[src/rtl/lin_rxbuf_pkg.sv]
package lin_rxbuf_pkg;
  localparam int CTRL_CC_BIT  = 4;
  localparam int CTRL_EN_BIT  = 8;
  localparam int STAT_RDY_BIT = 0;
  localparam int STAT_ERR_BIT = 1;
  localparam int STAT_OVR_BIT = 2;
  localparam int BYTE_W       = 8;
  localparam int BYTES_PER_WORD = 4;

  // end-around-carry byte addition
  function automatic logic [7:0] csum_add(input logic [7:0] acc, input logic [7:0] b);
    logic [8:0] s;
    s = {1'b0, acc} + {1'b0, b};
    return s[7:0] + {7'd0, s[8]};
  endfunction
endpackage

[src/rtl/lin_rxbuf_collect.sv]
module lin_rxbuf_collect
  import lin_rxbuf_pkg::*;
#(
  parameter int MAX_BYTES = 8,
  parameter int LEN_W     = 3
) (
  input  logic                          clk,
  input  logic                          rst,
  input  logic                          frame_start_i,
  input  logic [7:0]                    byte_i,
  input  logic                          byte_vld_i,
  input  logic [LEN_W-1:0]              nbytes_m1_i,
  input  logic                          cc_i,
  output logic [MAX_BYTES*BYTE_W-1:0]   staged_o,
  output logic                          done_o,
  output logic                          mism_o,
  output logic                          chk_done_o
);
  localparam int CNT_W = $clog2(MAX_BYTES + 1);

  logic [CNT_W-1:0] cnt_q;
  logic [7:0]       sum_q;
  logic [7:0]       stage_q [MAX_BYTES];
  logic             done_q, mism_q, chkd_q;

  logic [CNT_W-1:0] last_idx;
  logic             in_data, take_data, take_chk, hit_last;

  always_comb begin
    last_idx  = CNT_W'(nbytes_m1_i);
    in_data   = (cnt_q <= last_idx);
    take_data = byte_vld_i && !frame_start_i && in_data;
    take_chk  = byte_vld_i && !frame_start_i && !in_data && cc_i;
    hit_last  = take_data && (cnt_q == last_idx) && !cc_i;
  end

  always_ff @(posedge clk) begin
    if (rst || frame_start_i) begin
      cnt_q <= '0;
      sum_q <= '0;
    end else if (hit_last || take_chk) begin
      cnt_q <= '0;
      sum_q <= '0;
    end else if (take_data) begin
      cnt_q <= cnt_q + 1'b1;
      sum_q <= csum_add(sum_q, byte_i);
    end
  end

  always_ff @(posedge clk) begin
    if (rst) begin
      done_q <= 1'b0;
      mism_q <= 1'b0;
      chkd_q <= 1'b0;
    end else begin
      done_q <= hit_last || take_chk;
      mism_q <= take_chk && (byte_i != ~sum_q);
      chkd_q <= take_chk;
    end
  end

  for (genvar i = 0; i < MAX_BYTES; i++) begin : g_stage
    always_ff @(posedge clk) begin
      if (rst || frame_start_i)
        stage_q[i] <= '0;
      else if (take_data && (cnt_q == CNT_W'(i)))
        stage_q[i] <= byte_i;
      else if (done_q)
        stage_q[i] <= '0;
    end
    assign staged_o[i*BYTE_W +: BYTE_W] = stage_q[i];
  end

  assign done_o     = done_q;
  assign mism_o     = mism_q;
  assign chk_done_o = chkd_q;
endmodule

[src/rtl/lin_rxbuf_regs.sv]
module lin_rxbuf_regs
  import lin_rxbuf_pkg::*;
#(
  parameter int MAX_BYTES = 8,
  parameter int LEN_W     = 3,
  parameter int NUM_WORDS = 2,
  parameter int ADDR_W    = 2
) (
  input  logic                        clk,
  input  logic                        rst,
  input  logic [MAX_BYTES*BYTE_W-1:0] staged_i,
  input  logic                        done_i,
  input  logic                        mism_i,
  input  logic                        chk_done_i,
  input  logic                        rd_en_i,
  input  logic [ADDR_W-1:0]           rd_addr_i,
  input  logic                        wr_en_i,
  input  logic [ADDR_W-1:0]           wr_addr_i,
  input  logic [31:0]                 wr_data_i,
  output logic [LEN_W-1:0]            nbytes_m1_o,
  output logic                        cc_o,
  output logic [31:0]                 rd_data_o,
  output logic                        ready_o,
  output logic                        rx_req_o
);
  localparam int WORD_W = BYTES_PER_WORD * BYTE_W;
  localparam logic [ADDR_W-1:0] CTRL_ADDR = ADDR_W'(NUM_WORDS);
  localparam logic [ADDR_W-1:0] STAT_ADDR = ADDR_W'(NUM_WORDS + 1);
  localparam int PAD_W = NUM_WORDS * WORD_W;

  logic [WORD_W-1:0] words_q [NUM_WORDS];
  logic [LEN_W-1:0]  len_q;
  logic              cc_q, en_q, ready_q, err_q, ovr_q, req_q;
  logic [31:0]       rd_q;

  logic [PAD_W-1:0]  staged_pad;
  logic              wr_ctrl, wr_stat, rd_clr;
  logic              ready_d, en_d;
  logic [ADDR_W-1:0] clr_addr;
  logic [31:0]       rd_mux, ctrl_view, stat_view;

  assign staged_pad = PAD_W'(staged_i);

  always_comb begin
    wr_ctrl  = wr_en_i && (wr_addr_i == CTRL_ADDR);
    wr_stat  = wr_en_i && (wr_addr_i == STAT_ADDR);
    clr_addr = ADDR_W'(len_q >> 2);
    rd_clr   = rd_en_i && (rd_addr_i == clr_addr);
    ready_d  = done_i ? 1'b1 : (rd_clr ? 1'b0 : ready_q);
    en_d     = wr_ctrl ? wr_data_i[CTRL_EN_BIT] : en_q;
  end

  always_comb begin
    ctrl_view = '0;
    ctrl_view[LEN_W-1:0]   = len_q;
    ctrl_view[CTRL_CC_BIT] = cc_q;
    ctrl_view[CTRL_EN_BIT] = en_q;
    stat_view = '0;
    stat_view[STAT_RDY_BIT] = ready_q;
    stat_view[STAT_ERR_BIT] = err_q;
    stat_view[STAT_OVR_BIT] = ovr_q;
    rd_mux = '0;
    for (int i = 0; i < NUM_WORDS; i++)
      if (rd_addr_i == ADDR_W'(i)) rd_mux = 32'(words_q[i]);
    if (rd_addr_i == CTRL_ADDR) rd_mux = ctrl_view;
    if (rd_addr_i == STAT_ADDR) rd_mux = stat_view;
  end

  for (genvar w = 0; w < NUM_WORDS; w++) begin : g_word
    always_ff @(posedge clk) begin
      if (rst)         words_q[w] <= '0;
      else if (done_i) words_q[w] <= staged_pad[w*WORD_W +: WORD_W];
    end
  end

  always_ff @(posedge clk) begin
    if (rst) begin
      len_q <= '0;
      cc_q  <= 1'b0;
      en_q  <= 1'b0;
    end else if (wr_ctrl) begin
      len_q <= wr_data_i[LEN_W-1:0];
      cc_q  <= wr_data_i[CTRL_CC_BIT];
      en_q  <= wr_data_i[CTRL_EN_BIT];
    end else if (chk_done_i) begin
      cc_q  <= 1'b0;
    end
  end

  always_ff @(posedge clk) begin
    if (rst) begin
      ready_q <= 1'b0;
      err_q   <= 1'b0;
      ovr_q   <= 1'b0;
      req_q   <= 1'b0;
      rd_q    <= '0;
    end else begin
      ready_q <= ready_d;
      req_q   <= ready_d && en_d;
      if (done_i && mism_i)                      err_q <= 1'b1;
      else if (wr_stat && wr_data_i[STAT_ERR_BIT]) err_q <= 1'b0;
      if (done_i && ready_q)                     ovr_q <= 1'b1;
      else if (wr_stat && wr_data_i[STAT_OVR_BIT]) ovr_q <= 1'b0;
      if (rd_en_i) rd_q <= rd_mux;
    end
  end

  assign nbytes_m1_o = len_q;
  assign cc_o        = cc_q;
  assign rd_data_o   = rd_q;
  assign ready_o     = ready_q;
  assign rx_req_o    = req_q;
endmodule

[src/rtl/lin_frame_rxbuf.sv]
module lin_frame_rxbuf
  import lin_rxbuf_pkg::*;
#(
  parameter  int MAX_BYTES = 8,
  localparam int LEN_W     = $clog2(MAX_BYTES),
  localparam int NUM_WORDS = (MAX_BYTES + BYTES_PER_WORD - 1) / BYTES_PER_WORD,
  localparam int ADDR_W    = $clog2(NUM_WORDS + 2)
) (
  input  logic              clk,
  input  logic              rst,
  input  logic              frame_start_i,
  input  logic [7:0]        byte_i,
  input  logic              byte_vld_i,
  input  logic              rd_en_i,
  input  logic [ADDR_W-1:0] rd_addr_i,
  output logic [31:0]       rd_data_o,
  input  logic              wr_en_i,
  input  logic [ADDR_W-1:0] wr_addr_i,
  input  logic [31:0]       wr_data_i,
  output logic              rx_req_o
);
  logic [MAX_BYTES*BYTE_W-1:0] staged_w;
  logic                        done_w, mism_w, chkd_w, cc_w, ready_w;
  logic [LEN_W-1:0]            len_w;

  lin_rxbuf_collect #(.MAX_BYTES(MAX_BYTES), .LEN_W(LEN_W)) collect_i (
    .clk(clk), .rst(rst), .frame_start_i(frame_start_i),
    .byte_i(byte_i), .byte_vld_i(byte_vld_i),
    .nbytes_m1_i(len_w), .cc_i(cc_w),
    .staged_o(staged_w), .done_o(done_w), .mism_o(mism_w), .chk_done_o(chkd_w)
  );

  lin_rxbuf_regs #(.MAX_BYTES(MAX_BYTES), .LEN_W(LEN_W),
                   .NUM_WORDS(NUM_WORDS), .ADDR_W(ADDR_W)) regs_i (
    .clk(clk), .rst(rst), .staged_i(staged_w), .done_i(done_w),
    .mism_i(mism_w), .chk_done_i(chkd_w),
    .rd_en_i(rd_en_i), .rd_addr_i(rd_addr_i),
    .wr_en_i(wr_en_i), .wr_addr_i(wr_addr_i), .wr_data_i(wr_data_i),
    .nbytes_m1_o(len_w), .cc_o(cc_w), .rd_data_o(rd_data_o),
    .ready_o(ready_w), .rx_req_o(rx_req_o)
  );
endmodule

[config.mk]
export PLATFORM = sky130hd
export DESIGN_NAME = lin_frame_rxbuf
export DESIGN_NICKNAME = d
export VERILOG_FILES = /design/src/rtl/lin_rxbuf_pkg.sv /design/src/rtl/lin_rxbuf_collect.sv /design/src/rtl/lin_rxbuf_regs.sv /design/src/rtl/lin_frame_rxbuf.sv
export SDC_FILE = /design/constraint.sdc
export NUM_CORES = 1
export LEC_CHECK = 0
export ABC_AREA = 1
export BUFFER_PORTS_ARGS = -buffer_cell sky130_fd_sc_hd__buf_2
export CAP_MARGIN = 20
export CORE_ASPECT_RATIO = 1.1
export CORE_MARGIN = 3
export CORE_UTILIZATION = 59
export DETAILED_ROUTE_END_ITERATION = 6
export GPL_TIMING_DRIVEN = 0
export PLACE_DENSITY = 0.8
export SLEW_MARGIN = 20
export SYNTH_ARGS = -nofsm -noshare
export SYNTH_HDL_FRONTEND = slang
export SYNTH_HIERARCHICAL = 1
export SYNTH_SLANG_ARGS = --single-unit
[constraint.sdc]
create_clock -name clk -period 3.1 [get_ports clk]
set_input_delay 0.62 -clock clk [delete_from_list [all_inputs] [get_ports clk]]
set_output_delay 0.62 -clock clk [all_outputs]
set_load 0.02 [all_outputs]
==> results.toml <==
[detailed_routing]
ant_nets = 0
post-route-drc-count = 0
dr.pass1.iters = 4
vias = 5705
vias_per_cell = 5.10
wl_per_cell_um = 14.5
wl_um = 16200
drtIter0Drc = 419

[worst_setup_path]
crit_fanout = 5
worstRegToRegCells = 16
worstReg2RegStart = "collect_i/sum_q[6]$_SDFFE_PP0P_"
crit_type = "flop to flop"
end_kind = "flop"
slowest_stage = "ha_1"
crit_chain = "ha_1, inv_1, nor3_1, nand3_1, o311ai_0, ha_1, ha_1, inv_1, nor2_1, nand2_1, nor2_2, nand2_1, nand2_1, nand3_1, nand2_1, inv_1"
rrSetupSlack_ns = 0.51
endpoint = "collect_i/sum_q[6]$_SDFFE_PP0P_"
required_ns = 3.43
cpPeakStageDelay_ns = 0.35
worstSetupStartpointType = "flop"
critPathMostFrequentCell = "nand2_1"
worstPathArrival_ns = 2.92
regToRegEndpoint = "collect_i/sum_q[6]$_SDFFE_PP0P_"
timing.critical_path.from = "collect_i/sum_q[6]$_SDFFE_PP0P_"

[yosys]
ys_seq_area_share_pct = 59.2
synth-seq-cells = 184
synth_warnings = 6
netlist.area_leader.share_pct = 45.8
synth_area_leader_cell = "edfxtp_1"
yosys-top-cells-area = "edfxtp_1, dfxtp_1, nor2_1"
syn_nets = 912
avgSynthCellArea_um2 = 9.94
syn_area_mm2 = 0.00839
syn_inst = 844
synth_cell_types = 37

[floorplanning]
die_width_um = 120
num_io_pins = 83
core_mm2 = 0.0139
dieArea_mm2 = 0.0157
floorplan.initialDensity_pct = 60.6
core.rowCount = 45
die_h_um = 131

[layout]
diodes = 0
drive_gt1_share_pct = 22.4
stdcell_area_mm2 = 0.00953
utilization_pct = 68.8
final_common_cell = "nor2_1"
nFillCells = 1049
synthToLayoutAreaGrowth_pct = 13.7
layout_common_cells = "nor2_1, inv_1, edfxtp_1, nand2_1, buf_2"
multi_input_area_mm2 = 0.00262
nets = 986
regArea_mm2 = 0.00496

[power]
p_per_area_mw_per_mm2 = 574
swShare_pct = 22.0
pwr-share-seq_pct = 51.1
combPwrFrac_pct = 8.4
clkPwrFrac_pct = 40.5
max-vdd-ir-drop_mv = 0.381
power_uw = 5480
p_leak_uw = 0.00416
internal-power_uw = 4270
p_switching_uw = 1200

[sta]
rsz0062_at_grt = "no"
finClkSkew_ns = 0.0103
worstMarginPinSlew_ns = 1.15
setup_viol = 0
final.min_clock_period_ns = 2.59
fin_crit_sh_pct = 83.6
final.setup.worst_slack_ns = 0.509
holdWs_ns = 0.424
worst_slew_margin_rel_pct = 22.5
max_freq_ghz = 0.386
hold_viol_final = 0
maxSlewViolCount = 0

[clock_network]
clock-sinks = 184
htree_levels = 4
numCtsBuffers = 17
postCtsResizedCells = 0
ctsHoldBuffers = 0
clk_latency_ns = 0.43
cts_tree = "built"
cts_buffer_depth = 2
cts_root_buf = "clkbuf_16"
postCtsSetupRepairBufs = 0
clk_pin_slew_worst_paths_ns = 0.06

[global_route]
grt_pass1_vias = 5517
antenna_found_initial = 0
grt_max_degree = 39
grt_usage_pct = 21.9
grt_pass1_wl_um = 26300
grt_overflow = 0

[placement]
preCtsSetupSlack_ns = 0.0163
gp_congestion = 0.886
portBuffers = 54
dp_hpwl_um = 11100
dpl-instance-area_mm2 = 0.00892

[job]
maxCapViolCount = 0

[outcome]
status = "complete, no violations"

[worst_hold_path]
hold_class = "input port to flop"
critical path: cells and delay by family, from the launching register on:
kind | cells | cell delay [ns]
adder cells (fa/ha/maj) | 3 | 0.76
flip-flops | 1 | 0.32
buffers and inverters | 3 | 0.17
AND/OR/NAND/NOR | 9 | 1.03
AO/OA/AOI/OAI | 1 | 0.19
layer usage:
metal	wire length (µm)	global-route usage [%]	share of wire (%)	vias up
met1	6550	24.9	40	2653
met3	711	4.59	4.4	29
met4	403	8.63	2.5	0
met5	0	0	0	-
met2	8570	40.9	53	144
li1	-	-	-	2879
cell families (layout without fill, tap and decap cells):
group	Yosys count	count (layout)	synth area share (%)
xor+xnor	1	1	0.104
buf+inv	179	266	9.65
compound gates	66	66	6.01
flops	184	184	59.2
simple gates	396	396	22.3
fa+ha+maj	18	18	2.77
stage by stage:
step	std cells	setup TNS, ns
2_1_floorplan	844	0
3_3_place_gp	1086	-28.12
3_5_place_dp	1087	0
4_1_cts	1119	0
5_1_grt	1119	0
6_report	1119	0
worst min-delay path by stage:
stage | start | depth (start not counted) | slack, ns | end
2_1_floorplan | collect_i/sum_q[0]$_SDFFE_PP0P_ | 2 | 0.45 | collect_i/sum_q[0]$_SDFFE_PP0P_
3_3_place_gp | regs_i/rd_data_o[4]$_SDFFE_PP0P_ | 2 | 0.45 | regs_i/rd_data_o[4]$_SDFFE_PP0P_
3_5_place_dp | regs_i/rd_data_o[2]$_SDFFE_PP0P_ | 2 | 0.46 | regs_i/rd_data_o[2]$_SDFFE_PP0P_
4_1_cts | wr_data_i[0] | 3 | 0.41 | regs_i/nbytes_m1_o[0]$_SDFFE_PP0P_
5_1_grt | wr_data_i[0] | 3 | 0.43 | regs_i/nbytes_m1_o[0]$_SDFFE_PP0P_
6_report | wr_data_i[0] | 3 | 0.42 | regs_i/nbytes_m1_o[0]$_SDFFE_PP0P_
final cells by class:
type,count,share of cell area (%)
Tap cell,188,2.47
Multi-Input combinational cell,481,27.5
Clock buffer,21,4.83
Clock inverter,11,1.60
Buffer,28,2.55
Timing Repair Buffer,55,3.04
Sequential cell,184,52.1
Inverter,151,5.94
registers in the layout, summed over array words and instances (netlist names), 3 cells and up:
name	flops
collect_i/stage_q	64
regs_i/rd_data_o	32
regs_i/words_q	64
collect_i/cnt_q	4
collect_i/sum_q	8
regs_i/nbytes_m1_o	3
cells in the mapped netlist:
library cell	count
a22oi_1	1
ha_1	17
nand3_2	21
nor2_4	2
buf_2	7
or2_1	1
o21ai_0	11
nand4_2	2
nand3b_1	1
o311ai_0	1
nand2_1	117
nor3_4	2
fa_1	1
buf_12	2
a21oi_1	22
nor3_1	6
nor3b_2	1
o21a_1	1
o211ai_1	8
nand4_1	9
xnor2_1	1
a21o_1	1
clkbuf_8	1
nand3_1	45
edfxtp_1	128
o211ai_2	19
inv_1	128
o21ai_1	2
nor2_1	160
dfxtp_1	56
nor2_2	2
nor2_8	1
nand2_4	1
buf_6	5
nand2_2	25
inv_2	23
buf_4	13
power groups by stage:
stage	sequential [µW]	clock (µW)	combinational [µW]
2_1_floorplan	2870	0	293
3_5_place_dp	2850	0	457
3_3_place_gp	2850	0	443
6_report	2800	2220	461
4_1_cts	2800	2250	462
5_1_grt	2810	2340	512
No activity file was read; power rests on OpenSTA's default activity.
